### src/rtl/pcrom_pkg.sv
package pcrom_pkg;
   typedef enum logic [1:0] {
      SRC_NONE = 2'd0,
      SRC_INT  = 2'd1,
      SRC_PAGE = 2'd2,
      SRC_EXP  = 2'd3
   } rom_src_e;
endpackage

### src/rtl/pcrom_addr_class.sv
module pcrom_addr_class #(
   parameter int ADDR_W = 16
) (
   input  logic [ADDR_W-1:0] addr,
   output logic              in_win,
   output logic              is_page,
   output logic              is_exp,
   output logic              is_release
);
   localparam logic [ADDR_W-1:0] WIN_LO  = ADDR_W'(16'hC100);
   localparam logic [ADDR_W-1:0] PAGE_HI = ADDR_W'(16'hC7FF);
   localparam logic [ADDR_W-1:0] EXP_LO  = ADDR_W'(16'hC800);
   localparam logic [ADDR_W-1:0] WIN_HI  = ADDR_W'(16'hCFFF);

   initial begin
      if (ADDR_W != 16) $error("pcrom_addr_class: ADDR_W must be 16");
   end

   always_comb begin
      in_win     = (addr >= WIN_LO) && (addr <= WIN_HI);
      is_page    = (addr >= WIN_LO) && (addr <= PAGE_HI);
      is_exp     = (addr >= EXP_LO) && (addr <= WIN_HI);
      is_release = (addr == WIN_HI);
   end
endmodule

### src/rtl/pcrom_owner_track.sv
module pcrom_owner_track #(
   parameter int SLOT_W = 3
) (
   input  logic              clk,
   input  logic              rst_n,
   input  logic              acc_valid,
   input  logic              int_rom_all,
   input  logic              is_page,
   input  logic              is_release,
   input  logic [SLOT_W-1:0] page_slot,
   output logic [SLOT_W-1:0] owner_q,
   output logic [SLOT_W-1:0] owner_eff
);
   logic claim, release_acc;

   always_comb begin
      claim       = acc_valid && !int_rom_all && is_page;
      release_acc = acc_valid && !int_rom_all && is_release;
      owner_eff   = (is_release && !int_rom_all) ? '0 : owner_q;
   end

   always_ff @(posedge clk or negedge rst_n) begin
      if (!rst_n)           owner_q <= '0;
      else if (claim)       owner_q <= page_slot;
      else if (release_acc) owner_q <= '0;
   end
endmodule

### src/rtl/pcrom_src_pick.sv
module pcrom_src_pick
   import pcrom_pkg::*;
#(
   parameter int    ADDR_W       = 16,
   parameter int    SLOT_W       = 3,
   parameter int    OFF_W        = 12,
   parameter int    ALT_SLOT     = 3,
   parameter bit    HAS_ALT_SLOT = 1'b1
) (
   input  logic [ADDR_W-1:0] addr,
   input  logic              in_win,
   input  logic              is_page,
   input  logic              is_exp,
   input  logic              int_rom_all,
   input  logic              slot3_card,
   input  logic [SLOT_W-1:0] owner_eff,
   output rom_src_e          src,
   output logic [SLOT_W-1:0] slot,
   output logic [OFF_W-1:0]  offset
);
   localparam int PAGE_BITS = 8;
   localparam int EXP_BITS  = 11;
   localparam logic [SLOT_W-1:0] ALT_ID = SLOT_W'(ALT_SLOT);

   logic [SLOT_W-1:0] page_slot;
   logic              alt_redirect;

   assign page_slot = addr[PAGE_BITS +: SLOT_W];

   generate
      if (HAS_ALT_SLOT) begin : g_alt
         always_comb
            alt_redirect = !slot3_card &&
                           ((is_page && page_slot == ALT_ID) ||
                            (is_exp && owner_eff == ALT_ID));
      end else begin : g_no_alt
         logic unused_sw;
         assign unused_sw    = slot3_card;
         assign alt_redirect = 1'b0;
      end
   endgenerate

   always_comb begin
      src    = SRC_NONE;
      slot   = '0;
      offset = '0;
      if (in_win) begin
         if (int_rom_all || alt_redirect) begin
            src    = SRC_INT;
            offset = addr[OFF_W-1:0];
         end else if (is_page) begin
            src    = SRC_PAGE;
            slot   = page_slot;
            offset = OFF_W'(addr[PAGE_BITS-1:0]);
         end else if (owner_eff != '0) begin
            src    = SRC_EXP;
            slot   = owner_eff;
            offset = OFF_W'(addr[EXP_BITS-1:0]);
         end
      end
   end
endmodule

### src/rtl/pcrom_window_dec.sv
module pcrom_window_dec
   import pcrom_pkg::*;
#(
   parameter int          ADDR_W       = 16,
   parameter int          SLOT_W       = 3,
   parameter int          OFF_W        = 12,
   parameter int          DATA_W       = 8,
   parameter logic [7:0]  FILL_BYTE    = 8'hF4,
   parameter bit          HAS_ALT_SLOT = 1'b1
) (
   input  logic              clk,
   input  logic              rst_n,
   input  logic [ADDR_W-1:0] addr,
   input  logic              acc_valid,
   input  logic              acc_write,
   input  logic              int_rom_all,
   input  logic              slot3_card,
   output logic [1:0]        src_sel,
   output logic [SLOT_W-1:0] slot_num,
   output logic [OFF_W-1:0]  rom_offset,
   output logic              rom_rd,
   output logic              fill_en,
   output logic [DATA_W-1:0] fill_data
);
   initial begin
      if (SLOT_W != 3)  $error("pcrom_window_dec: SLOT_W must be 3");
      if (OFF_W < 12)   $error("pcrom_window_dec: OFF_W must be at least 12");
      if (DATA_W < 8)   $error("pcrom_window_dec: DATA_W must be at least 8");
   end

   logic              in_win, is_page, is_exp, is_release;
   logic [SLOT_W-1:0] owner_q, owner_eff;
   rom_src_e          src;

   pcrom_addr_class #(.ADDR_W(ADDR_W)) u_class (
      .addr(addr), .in_win(in_win), .is_page(is_page),
      .is_exp(is_exp), .is_release(is_release)
   );

   pcrom_owner_track #(.SLOT_W(SLOT_W)) u_owner (
      .clk(clk), .rst_n(rst_n), .acc_valid(acc_valid),
      .int_rom_all(int_rom_all), .is_page(is_page),
      .is_release(is_release), .page_slot(addr[8 +: SLOT_W]),
      .owner_q(owner_q), .owner_eff(owner_eff)
   );

   pcrom_src_pick #(
      .ADDR_W(ADDR_W), .SLOT_W(SLOT_W), .OFF_W(OFF_W),
      .HAS_ALT_SLOT(HAS_ALT_SLOT)
   ) u_pick (
      .addr(addr), .in_win(in_win), .is_page(is_page), .is_exp(is_exp),
      .int_rom_all(int_rom_all), .slot3_card(slot3_card),
      .owner_eff(owner_eff), .src(src), .slot(slot_num),
      .offset(rom_offset)
   );

   always_comb begin
      src_sel   = src;
      rom_rd    = acc_valid && !acc_write && (src != SRC_NONE);
      fill_en   = acc_valid && !acc_write && in_win && (src == SRC_NONE);
      fill_data = DATA_W'(FILL_BYTE);
   end
endmodule


### config.mk
export PLATFORM = sky130hd
export DESIGN_NAME = pcrom_window_dec
export DESIGN_NICKNAME = d
export VERILOG_FILES = /design/src/rtl/pcrom_pkg.sv /design/src/rtl/pcrom_addr_class.sv /design/src/rtl/pcrom_owner_track.sv /design/src/rtl/pcrom_src_pick.sv /design/src/rtl/pcrom_window_dec.sv
export SDC_FILE = /design/constraint.sdc
export NUM_CORES = 1
export LEC_CHECK = 0
export ABC_AREA = 1
export BUFFER_PORTS_ARGS = -buffer_cell sky130_fd_sc_hd__buf_2
export CORE_UTILIZATION = 36
export DETAILED_ROUTE_END_ITERATION = 10
export PLACE_DENSITY = 0.71
export SLEW_MARGIN = 20
export SYNTH_ARGS = -nofsm -noshare
export SYNTH_HDL_FRONTEND = slang
export SYNTH_SLANG_ARGS = --single-unit
### constraint.sdc
create_clock -name clk -period 1 [get_ports clk]
set_input_delay 0.05 -clock clk [delete_from_list [all_inputs] [get_ports clk]]
set_output_delay 0.05 -clock clk [all_outputs]
set_load 0.1 [all_outputs]
==> results_dict.tcl <==
set metrics [dict create \
    setup.worst_path.start_class "flop" \
    largest-register "u_owner.owner_q" \
    cts_buffers 3 \
    postRouteAntennaNets 0 \
    final_max_slew_violation_count 0 \
    io_buffers 40 \
    cts_max_level 1 \
    die_area_um2 2109 \
    yosysSeqAreaShare_pct 10.81 \
    die_height_um 45.92 \
    max_cap_violations 0 \
    global_route_wire_length_before_repair_mm 3.815 \
    status "complete, but fails checks" \
    layout_top_registers "u_owner.owner_q (3)" \
    layout_worst_path_cycle_share_pct 180.7 \
    grt_pass1_vias 932 \
    report.final.setup_viol 19 \
    max-vdd-ir-drop_mv 0.6545 \
    gr-usage-all-layers_pct 26.03 \
    largest_register_ff_count 3 \
    fp.coreArea_um2 1764 \
    starting_density_of_the_core_pct 39.36 \
    cts_root_buffer "clkbuf_4" \
    period_minus_slack_ns 1.807 \
    hold_viol 0 \
    swShare_pct 51.14 \
    gp_congestion 0.9001 \
    grt_setup_unrepaired "yes" \
    skew_ns 0 \
    ys_seq_elements 3 \
    detail_route.drc_violations 0 \
    synthDistinctLibCells 21 \
    clockBufferDepth 2 \
    post_route_cells_drive_above_1_share_pct 61.26 \
    maximum_number_of_pins_on_one_net_before_global_route_repair 10 \
    finalPower_mw 1.129 \
    fp.dieW_um 45.92 \
    cts_tree "done" \
    synthCells 125 \
    gr-total-overflow 0 \
    synth_largest_area_cell "inv_1" \
    ys.warnings.count 0 \
    insertion_delay_ns 0.25 \
    layout.filler_cells 96 \
    number_of_antenna_violations_at_the_first_check_in_global_routing 0 \
    synth.area.top_cells "inv_1, nand2_1, dfrtp_1, nor2_1, buf_4" \
    drt_first_pass_iters 4 \
    failed_checks "setup timing" \
    critical_path.endpoint_type "output port" \
    clk_transition_reported_paths_ns 0.04 \
    post-synth-top-area-fraction_pct 16.76 \
    avgRoutedWirePerCell_um 12.74 \
    route.final.wire_length_mm 2.751 \
    netlist_area_um2 694.4 \
    fp-row-count 15 \
    ioPinCount 49 \
    total_leakage_power_nw 0.7708 \
    crit_fanout 5 \
    flow.area_growth_from_synthesis_pct 128.8 \
    clock.fmax_mhz 553.3 \
    power_density_over_the_cells_nw_per_um2 710.6 \
    timing.setup.critical_path_class "reg2out" \
    hpwlAfterDp_mm 1.888 \
    cp_data_arrival_time_ns 1.76 \
    num_antenna_cells 0 \
    sequentialPowerShare_pct 13.4 \
    synth.avg_cell_area_um2 5.555 \
    fin_setup_tns_ns -14.62 \
    final_util_pct 90.07 \
    power.combinational.fraction_pct 66.4 \
    via_per_inst 4.606 \
    power.net_switching_mw 0.5775 \
    cts_sinks 3 \
    power_frac_clock_pct 20.3 \
    hold_path_class "in2async" \
    detailroute.via_count 995 \
    critPathRequiredTime_ns 0.95 \
    fin_nets 214 \
    internal_power_mw 0.5517 \
    finalWorstSetupSlack_ns -0.8074 \
    detail_route.iter0.violations 31 \
]
per-stage QoR:
step | setup WS, ns | hold slack [ns] | area (um^2) | instances
finish | -0.8074 | 0.1278 | 1589 | 216
floorplan | -0.6798 | -0.2456 | 858.3 | 131
detailed placement | -0.5919 | -0.1523 | 1469 | 208
CTS | -0.7530 | 0.1254 | 1544 | 215
global route | -0.8790 | 0.1235 | 1589 | 216
global placement | -0.5614 | -0.1556 | 1469 | 208
layer usage:
| layer | track usage [%] | vias up | part of all wire (%) |
|---|---|---|---|
| li1 | - | 489 | - |
| met1 | 26.13 | 462 | 36 |
| met2 | 50.14 | 38 | 59 |
| met4 | 14.71 | 0 | 1.8 |
| met5 | 0 | - | 0 |
| met3 | 3.175 | 6 | 3.3 |
synth_stat cells:
library cell / number
dfrtp_1: 3
nand2_2: 4
nor2_2: 1
nand3_4: 2
nand3_1: 8
nand4_1: 2
o311ai_0: 1
nand2_1: 25
buf_4: 8
a21oi_2: 1
o21ai_0: 6
inv_1: 31
nand2_4: 1
clkbuf_1: 1
nor2_1: 17
nor2_4: 4
nor3_1: 3
conb_1: 2
clkinv_1: 1
nand4_4: 1
inv_2: 3
area by class of cell:
cell class | count | area, um^2 | share of cell area (%)
Clock buffer | 4 | 26.28 | 1.654
Tap cell | 25 | 31.28 | 1.969
Multi-Input combinational cell | 85 | 615.6 | 38.74
Inverter | 35 | 168.9 | 10.63
Timing Repair Buffer | 64 | 671.9 | 42.28
Sequential cell | 3 | 75.07 | 4.724
worst max-delay path, stage by stage (launching register included):
cell,delay (ns)
dfrtp_1,0.39
inv_1,0.09
nand3_2,0.08
nor3_2,0.14
nand3_1,0.11
nand2_2,0.12
nand2_4,0.09
nand3_4,0.16
nand2_2,0.09
clkinvlp_4,0.09
buf_12,0.16
power groups by stage:
stage	combinational [mW]	sequential, mW	clock [mW]
final	0.749	0.151	0.229
after detailed placement	0.670	0.151	0
after global routing	0.788	0.152	0.250
after floorplan	0.451	0.150	0
after CTS	0.709	0.150	0.243
after global placement	0.658	0.150	0
path summary, 6_finish.rpt:
path	end	slack, ns	depth (start not counted)	start
worst min-delay path	u_owner.owner_q[0]$_DFFE_PN0P_	0.13	2	rst_n
worst min register to register	u_owner.owner_q[2]$_DFFE_PN0P_	0.56	2	u_owner.owner_q[2]$_DFFE_PN0P_
max in group asynchronous	u_owner.owner_q[1]$_DFFE_PN0P_	0.77	2	rst_n
min in group clk	u_owner.owner_q[1]$_DFFE_PN0P_	0.17	3	acc_valid
worst max register to register	u_owner.owner_q[1]$_DFFE_PN0P_	0.21	3	u_owner.owner_q[1]$_DFFE_PN0P_
worst max-delay path	rom_offset[4]	-0.81	10	u_owner.owner_q[2]$_DFFE_PN0P_
cell usage in the layout (no fill, tap or decap):
master         count
nor3_1             1
nor3_4             1
buf_2             21
inv_1             21
clkbuf_4           3
nand3_2            3
nor2_4            12
nand3_1            5
conb_1             8
nand3_4            3
nand2_4            8
nand4_1            2
buf_4             22
clkbuf_1           1
nand2_1           14
dfrtp_1            3
clkinvlp_4        10
inv_2              3
nand4_4            1
buf_12            19
o21ai_0            6
o311ai_1           1
dlygate4sd3_1      1
nand2_2            8
clkinv_1           1
nor2_1            10
nor3_2             1
buf_6              1
a21oi_2            1
kinds of logic after synthesis:
kind of cell / count (synthesis) / share of synthesized area, %
simple gates: 68 / 53.15
buf+inv: 44 / 28.11
compound gates: 8 / 6.847
flops: 3 / 10.81
other cells: 2 / 1.081
what timing repair did:
action | 4_1_cts | 5_1_grt
buffers inserted | 1 | 1
hold endpoints to repair | 3 | 0
pin swaps | 3 | 3
cloned | 1 | 0
endpoints found under the setup margin | 19 | 22
resized for setup | 6 | 7
hold buffers | 1 | 0
Note: power is estimated with default switching activity, not from simulation.
